File: config.mk
export PLATFORM = sky130hd
export DESIGN_NAME = serial_code_loader
export DESIGN_NICKNAME = d
export VERILOG_FILES = /design/src/rtl/scl_pkg.sv /design/src/rtl/scl_sync.sv /design/src/rtl/scl_edge.sv /design/src/rtl/scl_shreg.sv /design/src/rtl/serial_code_loader.sv
export SDC_FILE = /design/constraint.sdc
export NUM_CORES = 1
export LEC_CHECK = 0
export BUFFER_PORTS_ARGS = -buffer_cell sky130_fd_sc_hd__buf_2
export CORE_ASPECT_RATIO = 1.25
export CORE_UTILIZATION = 40
export DETAILED_ROUTE_END_ITERATION = 10
export GPL_ROUTABILITY_DRIVEN = 0
export SLEW_MARGIN = 10
export SYNTH_ARGS = -nofsm -noshare
export SYNTH_HDL_FRONTEND = slang
export SYNTH_SLANG_ARGS = --single-unit
export TNS_END_PERCENT = 5
File: constraint.sdc
create_clock -name clk -period 1.3 [get_ports clk]
set_clock_uncertainty 0.05 [all_clocks]
set_input_delay 0.325 -clock clk [delete_from_list [all_inputs] [get_ports clk]]
set_output_delay 0.325 -clock clk [all_outputs]
set_load 0.01 [all_outputs]
File: src/rtl/scl_pkg.sv
package scl_pkg;
    localparam int SCL_CODE_W   = 22;
    localparam int SCL_SYNC_DEF = 2;
    // positions of the serial inputs inside the synchronised vector
    localparam int IDX_CLK = 0;
    localparam int IDX_DAT = 1;
    localparam int IDX_EN  = 2;
    localparam int SYNC_W  = 3;
endpackage

File: src/rtl/scl_sync.sv
module scl_sync #(
    parameter int WIDTH  = 3,
    parameter int STAGES = 2
) (
    input  logic             clk,
    input  logic             rst_n,
    input  logic [WIDTH-1:0] d_i,
    output logic [WIDTH-1:0] q_o
);
    logic [STAGES-1:0][WIDTH-1:0] stg_d, stg_q;

    generate
        if (STAGES == 1) begin : g_one
            always_comb stg_d = d_i;
        end else begin : g_many
            always_comb stg_d = {stg_q[STAGES-2:0], d_i};
        end
    endgenerate

    always_ff @(posedge clk or negedge rst_n) begin
        if (!rst_n) stg_q <= '0;
        else        stg_q <= stg_d;
    end

    assign q_o = stg_q[STAGES-1];
endmodule

File: src/rtl/scl_edge.sv
module scl_edge #(
    parameter int WIDTH = 2
) (
    input  logic             clk,
    input  logic             rst_n,
    input  logic [WIDTH-1:0] lvl_i,
    output logic [WIDTH-1:0] prev_o
);
    logic [WIDTH-1:0] prev_d, prev_q;

    always_comb prev_d = lvl_i;

    always_ff @(posedge clk or negedge rst_n) begin
        if (!rst_n) prev_q <= '0;
        else        prev_q <= prev_d;
    end

    assign prev_o = prev_q;
endmodule

File: src/rtl/scl_shreg.sv
module scl_shreg #(
    parameter int W = 22
) (
    input  logic         clk,
    input  logic         rst_n,
    input  logic         shift_i,
    input  logic         din_i,
    output logic [W-1:0] sreg_o
);
    logic [W-1:0] sreg_d, sreg_q;

    always_comb begin
        sreg_d = sreg_q;
        if (shift_i) sreg_d = {sreg_q[W-2:0], din_i};
    end

    always_ff @(posedge clk or negedge rst_n) begin
        if (!rst_n) sreg_q <= '0;
        else        sreg_q <= sreg_d;
    end

    assign sreg_o = sreg_q;


    sreg_hold_chk: assert property (@(posedge clk) disable iff (!rst_n)
        !shift_i |=> $stable(sreg_q));

    sreg_shift_chk: assert property (@(posedge clk) disable iff (!rst_n)
        shift_i |=> (sreg_q[0] == $past(din_i)) && (sreg_q[W-1:1] == $past(sreg_q[W-2:0])));
endmodule

File: src/rtl/serial_code_loader.sv
module serial_code_loader #(
    parameter int CODE_W      = scl_pkg::SCL_CODE_W,
    parameter int SYNC_STAGES = scl_pkg::SCL_SYNC_DEF
) (
    input  logic              clk,
    input  logic              rst_n,
    input  logic              ser_clk_i,
    input  logic              ser_dat_i,
    input  logic              ser_en_i,
    output logic [CODE_W-1:0] code_o,
    output logic              ser_dat_o,
    output logic              ser_oe_o
);
    import scl_pkg::*;

    localparam int MSB = CODE_W - 1;

    typedef struct packed {
        logic [CODE_W-1:0] code;
        logic              oe;
    } state_t;

    state_t st_d, st_q;

    logic [SYNC_W-1:0] raw_w, sync_w;
    logic [1:0]        prev_w;
    logic [CODE_W-1:0] sreg_w;
    logic              sclk_lvl, sclk_prev, en_lvl, en_prev;
    logic              sclk_rise, en_fall, shift_w;

    assign raw_w[IDX_CLK] = ser_clk_i;
    assign raw_w[IDX_DAT] = ser_dat_i;
    assign raw_w[IDX_EN]  = ser_en_i;

    scl_sync #(.WIDTH(SYNC_W), .STAGES(SYNC_STAGES)) u_sync (
        .clk  (clk),
        .rst_n(rst_n),
        .d_i  (raw_w),
        .q_o  (sync_w)
    );

    scl_edge #(.WIDTH(2)) u_edge (
        .clk   (clk),
        .rst_n (rst_n),
        .lvl_i ({sync_w[IDX_EN], sync_w[IDX_CLK]}),
        .prev_o(prev_w)
    );

    assign sclk_lvl  = sync_w[IDX_CLK];
    assign en_lvl    = sync_w[IDX_EN];
    assign sclk_prev = prev_w[0];
    assign en_prev   = prev_w[1];
    assign sclk_rise = sclk_lvl & ~sclk_prev;
    assign en_fall   = en_prev & ~en_lvl;
    assign shift_w   = sclk_rise & en_lvl;

    scl_shreg #(.W(CODE_W)) u_shreg (
        .clk    (clk),
        .rst_n  (rst_n),
        .shift_i(shift_w),
        .din_i  (sync_w[IDX_DAT]),
        .sreg_o (sreg_w)
    );

    always_comb begin
        st_d    = st_q;
        st_d.oe = en_lvl;
        if (en_fall) st_d.code = sreg_w;
    end

    always_ff @(posedge clk or negedge rst_n) begin
        if (!rst_n) st_q <= '0;
        else        st_q <= st_d;
    end

    assign code_o    = st_q.code;
    assign ser_oe_o  = st_q.oe;
    assign ser_dat_o = st_q.oe & sreg_w[MSB];


    code_hold_chk: assert property (@(posedge clk) disable iff (!rst_n)
        !en_fall |=> $stable(code_o));

    code_load_chk: assert property (@(posedge clk) disable iff (!rst_n)
        en_fall |=> (code_o == $past(sreg_w)));

    sdo_quiet_chk: assert property (@(posedge clk) disable iff (!rst_n)
        !ser_oe_o |-> !ser_dat_o);

    oe_rise_chk: assert property (@(posedge clk) disable iff (!rst_n)
        $rose(ser_oe_o) |-> $past(en_lvl));

    oe_fall_chk: assert property (@(posedge clk) disable iff (!rst_n)
        en_fall |=> !ser_oe_o);
endmodule

### Word-level counts from Yosys, hierarchy flattened

Cells that the tools add are included.

| operators by class | value |
|---|---|
| bitwise logic cells | 6 |

Operator list:

| cell | number |
|---|---|
| 1-bit AND | 4 |
| 1-bit NOT | 2 |

| word-level totals | value |
|---|---|
| output and inout port bits | 24 |
| flip-flop bits (word level) | 53 |
| logic and storage cells | 12 |
| input bits | 5 |

### Longest topological paths before layout

Gate-level depths: netlist of run 1.

| logic depth | value |
|---|---|
| depth in word-level cells | 3 |
| gate-level depth with buffers | 3 |

### Cells and area by module

A second synthesis of run 1 with hierarchy kept.

| second synthesis, totals | value |
|---|---|
| cells, all modules | 105 |
| area, all modules | 1,976.9 sq um |

Modules (own cells, without submodules):

| module | area each (sq um) | instances | cells each |
|---|---|---|---|
| serial_code_loader | 955.9 | 1 | 51 |
| scl_shreg | 820.8 | 1 | 46 |
| scl_sync | 150.1 | 1 | 6 |
| scl_edge | 50.0 | 1 | 2 |

### Least setup slack after synthesis of run 1

Ideal clock, no wire load.

| path | value |
|---|---|
| path type | reg-to-reg |
| start point | reg u_sync.stg_q (netlist bit u_sync.q_o[2]) |
| end point | reg st_q (netlist bit code_o[10]) |
| path buffers | 1 |
| data required time | 1,125 ps |
| library setup time | 125 ps |
| setup slack | 122 ps |
| arrival | 1,003 ps |
| clock period less this slack | 1,178 ps |
| stages on the path, launching flop included | 4 |
| cell sequence | dfrtp_1 nand2b_4 buf_6 mux2_4 |

| on the way | value |
|---|---|
| cells in the longest elaborated chain, start to end | 2 |

RTL lines:

| what | line | text |
|---|---|---|
| from (decl) | scl_sync.sv:10 | `logic [STAGES-1:0][WIDTH-1:0] stg_d, stg_q;` |
| from (signal assigned) | scl_sync.sv:22 | `else stg_q <= stg_d;` |
| 1-bit NOT | serial_code_loader.sv:54 | `assign en_fall = en_prev & ~en_lvl;` |
| 1-bit AND | serial_code_loader.sv:54 |  |
| to (signal assigned) | serial_code_loader.sv:73 | `else st_q <= st_d;` |
| to (decl) | serial_code_loader.sv:23 | `state_t st_d, st_q;` |

Every way passes these cells.
A chain may end at the register's enable or synchronous reset.

### Worst setup path in the final report of run 1

| path | value |
|---|---|
| start point | reg u_shreg.sreg_q[21] (netlist: u_shreg.sreg_o[21]) |
| end point | out ser_dat_o |

| on the way | value |
|---|---|
| cells in the longest elaborated chain, start to end | 1 |

RTL lines:

| what | line | text |
|---|---|---|
| from (decl) | scl_shreg.sv:10 | `logic [W-1:0] sreg_d, sreg_q;` |
| from (signal assigned) | scl_shreg.sv:19 | `else sreg_q <= sreg_d;` |
| 1-bit AND | serial_code_loader.sv:78 | `assign ser_dat_o = st_q.oe & sreg_w[MSB];` |
| to (decl) | serial_code_loader.sv:11 | `output logic ser_dat_o,` |

Every way passes these cells.

==> flow_summary.toml, run 1 <==
[worst_setup_path]
worstPathArrival_ps = 960
timing.critical_path.slowest_stage_cell = "dfrtp_1"
r2r.worst_path.cells = 4
timing.critical_path.cells = "and2_1 > buf_2"
worst_setup_path_start_kind = "register"
worst_path_largest_cell_delay_ps = 380
rr_startpoint = "ser_oe_o"
r2r_end = "code_o[20]"
cp.required_ps = 930
r2r_setup_slack_ps = 50
cp_top_family = "flip-flops"
criticalPathCategory = "reg2out"
worstPathMaxFanout = 2
crit_buf_inv = 1
timing.critical_path.to_type = "output pin"

[synth]
synth_nets = 108
synth_warnings = 0
synth.lib_cells_used.distinct = 7
post_synth.cell_area_avg_um2 = 19.7
netlist_area_um2 = 2030
syn-instance-count = 103
seq_area_frac_synth_pct = 64.0
synth-seq-cells = 52

[cts]
post_cts_resize_count = 0
cts_tree = "done"
inserted_clock_buffers = 5
clock-root-buffer = "clkbuf_8"
cts_buffer_depth = 2
worstSkewPairLatency_ps = 300
clock_tree.htree_level_count = 2
clock_sinks = 52
cts.clk_slew.worst_paths_ps = 90

[timing]
min_period_ps = 1340
finalHoldViolations = 0
timing.max_slew.rel_slack_pct = 83.6
tightest_slew_ps = 246
max_freq_ghz = 0.748
fin_ws_ps = -36.8
fin_crit_sh_pct = 103
number_of_setup_violations_in_the_final_report = 1
finalMaxSlewViolations = 0
rsz0062_at_grt = "true"
timing.hold.ws_ps = 75.9

[cells_and_area]
post-route-util_pct = 50.4
most-common-layout-cells = "52 x dfrtp_1, 40 x mux2_4, 28 x buf_2"
drive_above_1_share_pct = 61.5
multi_input_area_um2 = 686
area_growth_syn_to_layout_pct = 19.2
nets = 147
antenna_cells = 0
register_area_um2 = 1300
num-fill-cells = 406
fin_cells = 203
layout_commonest_cell = "dfrtp_1"

[floorplanning]
io-pin-count = 29
floorplan.die.width_um = 65.8
core_area_um2 = 4800
row_count = 28
die_h_um = 81.7
initial_utilization_pct = 42.3
dieArea_um2 = 5370

[global_routing]
grt_pass1_wl_um = 4930
grt_max_degree = 44
grt_usage_pct = 12.8
grt_overflow_total = 0
grt_antenna_before_repair = 0
grt_pass1_vias = 1014

[route]
wl_per_cell_um = 14.5
drt-pass1-iter-count = 2
detail-route-antenna-nets = 0
initialDrtViolationCount = 22
post_drt_via_cell_ratio = 4.68
total_drc_errors_in_the_routed_layout = 0
dr_total_vias = 950
postRouteWirelength_um = 2940

[placement]
port_buffers = 28
detail_placement_hpwl_um = 1950
place_inst = 192
placement.setup.worst_slack_ps = 69.3

[outcome]
run_status = "finished, violations left"
failed_checks = "setup timing"

[power]
power_leakage_nw = 1.34
powerDensity_nw_per_um2 = 1510
total_power_mw = 3.65
peakVddDrop_mv = 0.877

[min_path]
worst_hold_path_endpoint = "u_sync.stg_d[5]"
min-delay-path-class = "in2reg"
hold_path_depth = 1
min-delay-start = "ser_en_i"

[flow_run]
number_of_maximum_capacitance_constraint_violations = 0
-- per-layer routing --
layer	vias up	share of wire, %	GRT usage [%]
li1	431	-	-
met1	490	47	16.1
met2	23	47	19.3
met3	6	4.0	3.19
met4	0	2.3	9.13
met5	-	0	0
-- cells by family (layout without fill, tap and decap cells) --
| family | count (synthesis) | after routing | share of synthesized area [%] |
|---|---|---|---|
| simple gates | 3 | 3 | 1.97 |
| flops | 52 | 52 | 64.0 |
| mux | 44 | 44 | 31.8 |
| buf+inv | 4 | 44 | 2.22 |
-- final cells by class --
type,instances,area share [%]
clock inverters,1,0.310
well taps,60,3.10
multi-input cells,47,28.3
flip-flops and latches,52,53.7
clock buffers,7,3.57
repair buffers,36,11.0
-- state kept, by name, indices dropped and copies added (netlist names) --
register,cells
code_o,22
u_shreg.sreg_o,22
u_sync.q_o,3
u_sync.stg_d,3
ser_oe_o,1
u_edge.prev_o,1
-- synthesized netlist by cell type (all sizes together) --
cell type | instances | area [µm²]
dfrtp | 52 | 1300
mux2 | 44 | 646
buf | 4 | 45.0
and2 | 1 | 6.26
nand2b | 1 | 13.8
nand3b | 1 | 20.0
-- metrics by stage --
| stage | TNS [ps] | instance area [µm²] |
|---|---|---|
| finish | -36.8 | 2420 |
| global route | -81.8 | 2420 |
| CTS | -53.2 | 2420 |
| detailed placement | 0 | 2300 |
| global placement | 0 | 2300 |
| floorplan | 0 | 2030 |
-- what timing repair did --
action / CTS / global route
buffers inserted: 2 / 0
endpoints found under the setup margin: 1 / 2
hold buffers: 1 / 0
pin swaps: 1 / 0
hold endpoints to repair: 9 / 0
-- power by group --
group / total (mW) / internal (mW) / switching [mW]
Clock: 0.934 / 0.433 / 0.501
Sequential: 2.03 / 1.87 / 0.168
Combinational: 0.679 / 0.448 / 0.231
Total: 3.65 / 2.75 / 0.900
-- worst max path at each step --
stage,end,depth (start not counted),slack [ps],from
after floorplan,code_o[10],3,120,u_sync.q_o[2]
after global placement,code_o[9],3,90,u_sync.q_o[2]
after detailed placement,code_o[20],3,70,u_sync.q_o[2]
after CTS,ser_dat_o,2,-50,u_shreg.sreg_o[21]
after global routing,ser_dat_o,2,-80,ser_oe_o
final,ser_dat_o,2,-40,u_shreg.sreg_o[21]
(Power assumes the default switching activity.)
==> inputs of run 2 (changes only) <==
ABC_CLOCK_PERIOD_IN_PS = 1300   (was default)
SKIP_CTS_REPAIR_TIMING = 1   (was default)
==> run 2 against run 1 <==
The flow still finishes with violations (setup timing). Sequential cell count unchanged. Routed wire length up 0.24%. Global-route usage unchanged. Final area unchanged. Register-to-register slack about the same. Cell count unchanged. Worst setup slack better by 5.8 ps. Clock power about the same. Sequential power about the same. Critical endpoint unchanged. Largest cell class unchanged.
==> flow_summary.toml, run 2 (same netlist as run 1, synthesis figures left out) <==
[flow_run]
number_of_maximum_capacitance_constraint_violations = 0

[cells_and_area]
layout_commonest_cell = "dfrtp_1"
nets = 147
num-fill-cells = 408
antenna_cells = 0
post-route-util_pct = 50.4
drive_above_1_share_pct = 61.5
fin_cells = 203
area_growth_syn_to_layout_pct = 19.2
most-common-layout-cells = "52 x dfrtp_1, 40 x mux2_4, 28 x buf_2"

[floorplanning]
die_h_um = 81.7
core_area_um2 = 4800
row_count = 28
initial_utilization_pct = 42.3
floorplan.die.width_um = 65.8
io-pin-count = 29
dieArea_um2 = 5370

[timing]
fin_ws_ps = -31.0
tightest_slew_ps = 246
timing.hold.ws_ps = 75.8
min_period_ps = 1330
number_of_setup_violations_in_the_final_report = 1
rsz0062_at_grt = "true"
max_freq_ghz = 0.751
timing.max_slew.rel_slack_pct = 83.6
finalHoldViolations = 0
fin_crit_sh_pct = 102
finalMaxSlewViolations = 0

[global_routing]
use_met3_pct = 3.19
grt_pass1_wl_um = 4930
grt_max_degree = 44
grt_overflow_total = 0
grt.busiest_layer = "met2"
use_met2_pct = 19.2
grt_antenna_before_repair = 0
use_met1_pct = 16.1
grt_usage_pct = 12.8
grt_pass1_vias = 1009

[route]
drt-pass1-iter-count = 2
wl_per_cell_um = 14.5
postRouteWirelength_um = 2950
initialDrtViolationCount = 21
detail-route-antenna-nets = 0
total_drc_errors_in_the_routed_layout = 0
dr_total_vias = 954
post_drt_via_cell_ratio = 4.70

[placement]
place_inst = 192
detail_placement_hpwl_um = 1950
port_buffers = 28

[cts]
worstSkewPairLatency_ps = 300
inserted_clock_buffers = 5
clock_tree.htree_level_count = 2
clock_sinks = 52
cts_buffer_depth = 2
clock-root-buffer = "clkbuf_8"
cts_tree = "done"
cts.clk_slew.worst_paths_ps = 90

[worst_setup_path]
worstPathMaxFanout = 2
worst_setup_path_start_kind = "register"
criticalPathCategory = "reg2out"
worst_setup_path_startpoint = "u_shreg.sreg_o[21]"
r2r_setup_slack_ps = 50
cp.required_ps = 930
worstPathArrival_ps = 960
rr_startpoint = "ser_oe_o"
timing.critical_path.to_type = "output pin"

[power]
register_share_of_total_power_pct = 55.8
combinational_share_of_power_pct = 18.6
peakVddDrop_mv = 0.877
share_clk_of_total_power_pct = 25.6
powerDensity_nw_per_um2 = 1510
power.net_switching_uw = 900
power_leakage_nw = 1.34
power.share.switching_pct = 24.7
p_int_mw = 2.75

[min_path]
min-delay-path-class = "in2reg"
min-delay-start = "ser_en_i"

[outcome]
run_status = "finished, violations left"
failed_checks = "setup timing"
[run 2: final timing paths]
path | cells after the start | to
hold reg to reg | 0 | u_sync.q_o[1]
hold / removal | 1 | u_sync.stg_d[5]
max in group asynchronous | 3 | code_o[0]
min in group asynchronous | 2 | code_o[11]
setup reg to reg | 4 | code_o[20]
setup / recovery | 2 | ser_dat_o
[run 2: critical path, cell delays in order, from the launching register on]
cell	delay (ps)
dfrtp_1	380
and2_1	150
buf_2	130
[run 2: layout make-up]
| class | instances | area (µm²) | area share, % |
|---|---|---|---|
| Tap cell | 60 | 75.1 | 3.10 |
| Timing Repair Buffer | 36 | 265 | 11.0 |
| Sequential cell | 52 | 1300 | 53.7 |
| Clock buffer | 7 | 86.3 | 3.57 |
| Clock inverter | 1 | 7.51 | 0.310 |
| Multi-Input combinational cell | 47 | 686 | 28.3 |
[run 2: power by group through the flow]
stage               Clock [mW]  Sequential (mW)  Combinational (mW)
global route              1.04             2.08               0.737
finish                   0.934             2.03               0.679
CTS                      0.984             2.04               0.687
floorplan                    0             2.09               0.409
detailed placement           0             2.07               0.682
global placement             0             2.06               0.669
[run 2: layer usage]
metal  share of wire [%]  wire [µm]
met4                 2.3         67
met3                 4.0        118
met1                  47       1380
met5                   0          0
met2                  47       1380
[run 2: through the flow]
| step | setup WS [ps] | power [mW] | setup TNS (ps) | area (µm²) |
|---|---|---|---|---|
| floorplan | 122 | 2.50 | 0 | 2030 |
| global placement | 91.1 | 2.73 | 0 | 2300 |
| detailed placement | 69.3 | 2.75 | 0 | 2300 |
| CTS | -112 | 3.71 | -112 | 2400 |
| global route | -88.6 | 3.86 | -101 | 2420 |
| finish | -31.0 | 3.65 | -31.0 | 2420 |
==> inputs of run 3 (changes only) <==
BUFFER_PORTS_ARGS = default   (was -buffer_cell sky130_fd_sc_hd__buf_2)
DONT_BUFFER_PORTS = 1   (was default)
SETUP_SLACK_MARGIN = 0.5   (was default)
==> run 3 against run 2 <==
The run ends with hold timing, setup timing left. Die area did not move. Sequential power rose by 4%. Core utilization fell by 2.3 points. First-iteration DRC count rose by 38%. Maximum frequency fell by 5.0%. Final area fell by 4.6%. Worst hold slack got worse by 420 ps. Via count fell by 8.8%. Largest cell class unchanged. Highest routed layer unchanged.
==> flow_summary.toml, run 3 (same netlist as run 1, synthesis figures left out) <==
[timing]
tightest_slew_ps = 151
finalMaxSlewViolations = 0
finalHoldViolations = 52
fin_ws_ps = -100
timing.hold.ws_ps = -347
max_freq_ghz = 0.714
rsz0062_at_grt = "true"
fin_tns_setup_ps = -100
fin_crit_sh_pct = 108
number_of_setup_violations_in_the_final_report = 1
min_period_ps = 1400
timing.max_slew.rel_slack_pct = 89.9

[cells_and_area]
nets = 119
most-common-layout-cells = "51 x dfrtp_1, 44 x mux2_4, 5 x clkbuf_8"
area_growth_syn_to_layout_pct = 13.7
postLayoutCellArea_um2 = 2310
num-fill-cells = 388
drive_above_1_share_pct = 52.2
antenna_cells = 0
layout_commonest_cell = "dfrtp_1"

[worst_setup_path]
cp.required_ps = 930
rr_startpoint = "u_sync.q_o[2]"
timing.critical_path.slowest_stage_cell = "dfrtp_1"
cp_top_family = "flip-flops"
r2r_end = "code_o[10]"
criticalPathCategory = "reg2out"
worstPathArrival_ps = 1030
timing.critical_path.cells = "buf_6 > and2_4"
path_depth = 2
r2r_setup_slack_ps = 50
worst_path_largest_cell_delay_ps = 420
crit_buf_inv = 1
worst_setup_path_start_kind = "register"
r2r.worst_path.cells = 3
worstPathMaxFanout = 2
timing.critical_path.to_type = "output pin"

[route]
total_drc_errors_in_the_routed_layout = 0
postRouteWirelength_um = 2930
detail-route-antenna-nets = 0
initialDrtViolationCount = 29
post_drt_via_cell_ratio = 4.97
dr_total_vias = 870
drt-pass1-iter-count = 4
wl_per_cell_um = 16.7

[cts]
inserted_clock_buffers = 5
clock-root-buffer = "clkbuf_8"
cts.clk_slew.worst_paths_ps = 90
cts_tree = "done"
clock_sinks = 52
worstSkewPairLatency_ps = 310
cts_buffer_depth = 2
clock_tree.htree_level_count = 2

[outcome]
failed_checks = "hold timing, setup timing"
run_status = "finished, violations left"

[floorplanning]
dieArea_um2 = 5370
die_h_um = 81.7
floorplan.die.width_um = 65.8
row_count = 28
io-pin-count = 29
core_area_um2 = 4800
initial_utilization_pct = 42.3

[placement]
port_buffers = 0
detail_placement_hpwl_um = 1860
dpl_cell_area_um2 = 2140
placement.setup.worst_slack_ps = 48.7

[global_routing]
grt.busiest_layer = "met2"
use_met3_pct = 4.31
grt_max_degree = 53
use_met2_pct = 18.3
grt_pass1_vias = 972
grt_usage_pct = 12.5
grt_overflow_total = 0
use_met1_pct = 15.8
grt_pass1_wl_um = 4890
grt_antenna_before_repair = 0

[power]
powerDensity_nw_per_um2 = 1600
power_leakage_nw = 1.22
peakVddDrop_mv = 0.770

[flow_run]
number_of_maximum_capacitance_constraint_violations = 0

[min_path]
min-delay-path-class = "in2async"
-- run 3: worst max path at each step --
| stage | from | slack, ps | to |
|---|---|---|---|
| 6_report | ser_oe_o | -100 | ser_dat_o |
| 3_3_place_gp | u_sync.q_o[2] | 70 | u_shreg.sreg_o[6] |
| 2_1_floorplan | u_sync.q_o[2] | 120 | code_o[10] |
| 4_1_cts | ser_oe_o | -150 | ser_dat_o |
| 5_1_grt | ser_oe_o | -140 | ser_dat_o |
| 3_5_place_dp | u_sync.q_o[2] | 50 | u_shreg.sreg_o[7] |
-- run 3: layout make-up --
| cell class | instances | area [µm²] | share of cell area, % |
|---|---|---|---|
| Tap cell | 60 | 75.1 | 3.25 |
| Timing Repair Buffer | 8 | 121 | 5.25 |
| Clock inverter | 2 | 35.0 | 1.52 |
| Multi-Input combinational cell | 47 | 703 | 30.4 |
| Sequential cell | 52 | 1300 | 56.4 |
| Clock buffer | 6 | 72.6 | 3.14 |
-- run 3: layer usage --
metal / part of all wire [%] / up-vias
li1: - / 380
met1: 46 / 458
met2: 46 / 24
met3: 5.3 / 8
met4: 2.9 / 0
met5: 0 / -
-- run 3: report_power, final --
group / switching, mW / internal, mW / total, mW
registers: 0.251 / 1.87 / 2.12
logic: 0.103 / 0.368 / 0.471
clock network: 0.524 / 0.572 / 1.10
total: 0.878 / 2.81 / 3.68
-- run 3: per-stage QoR --
stage	power [mW]	utilization [%]	std cells
after global placement	2.59	44.5	164
after global routing	3.85	48.1	175
final	3.68	48.1	175
after floorplan	2.50	-	103
after CTS	3.70	46.8	172
after detailed placement	2.61	44.5	164
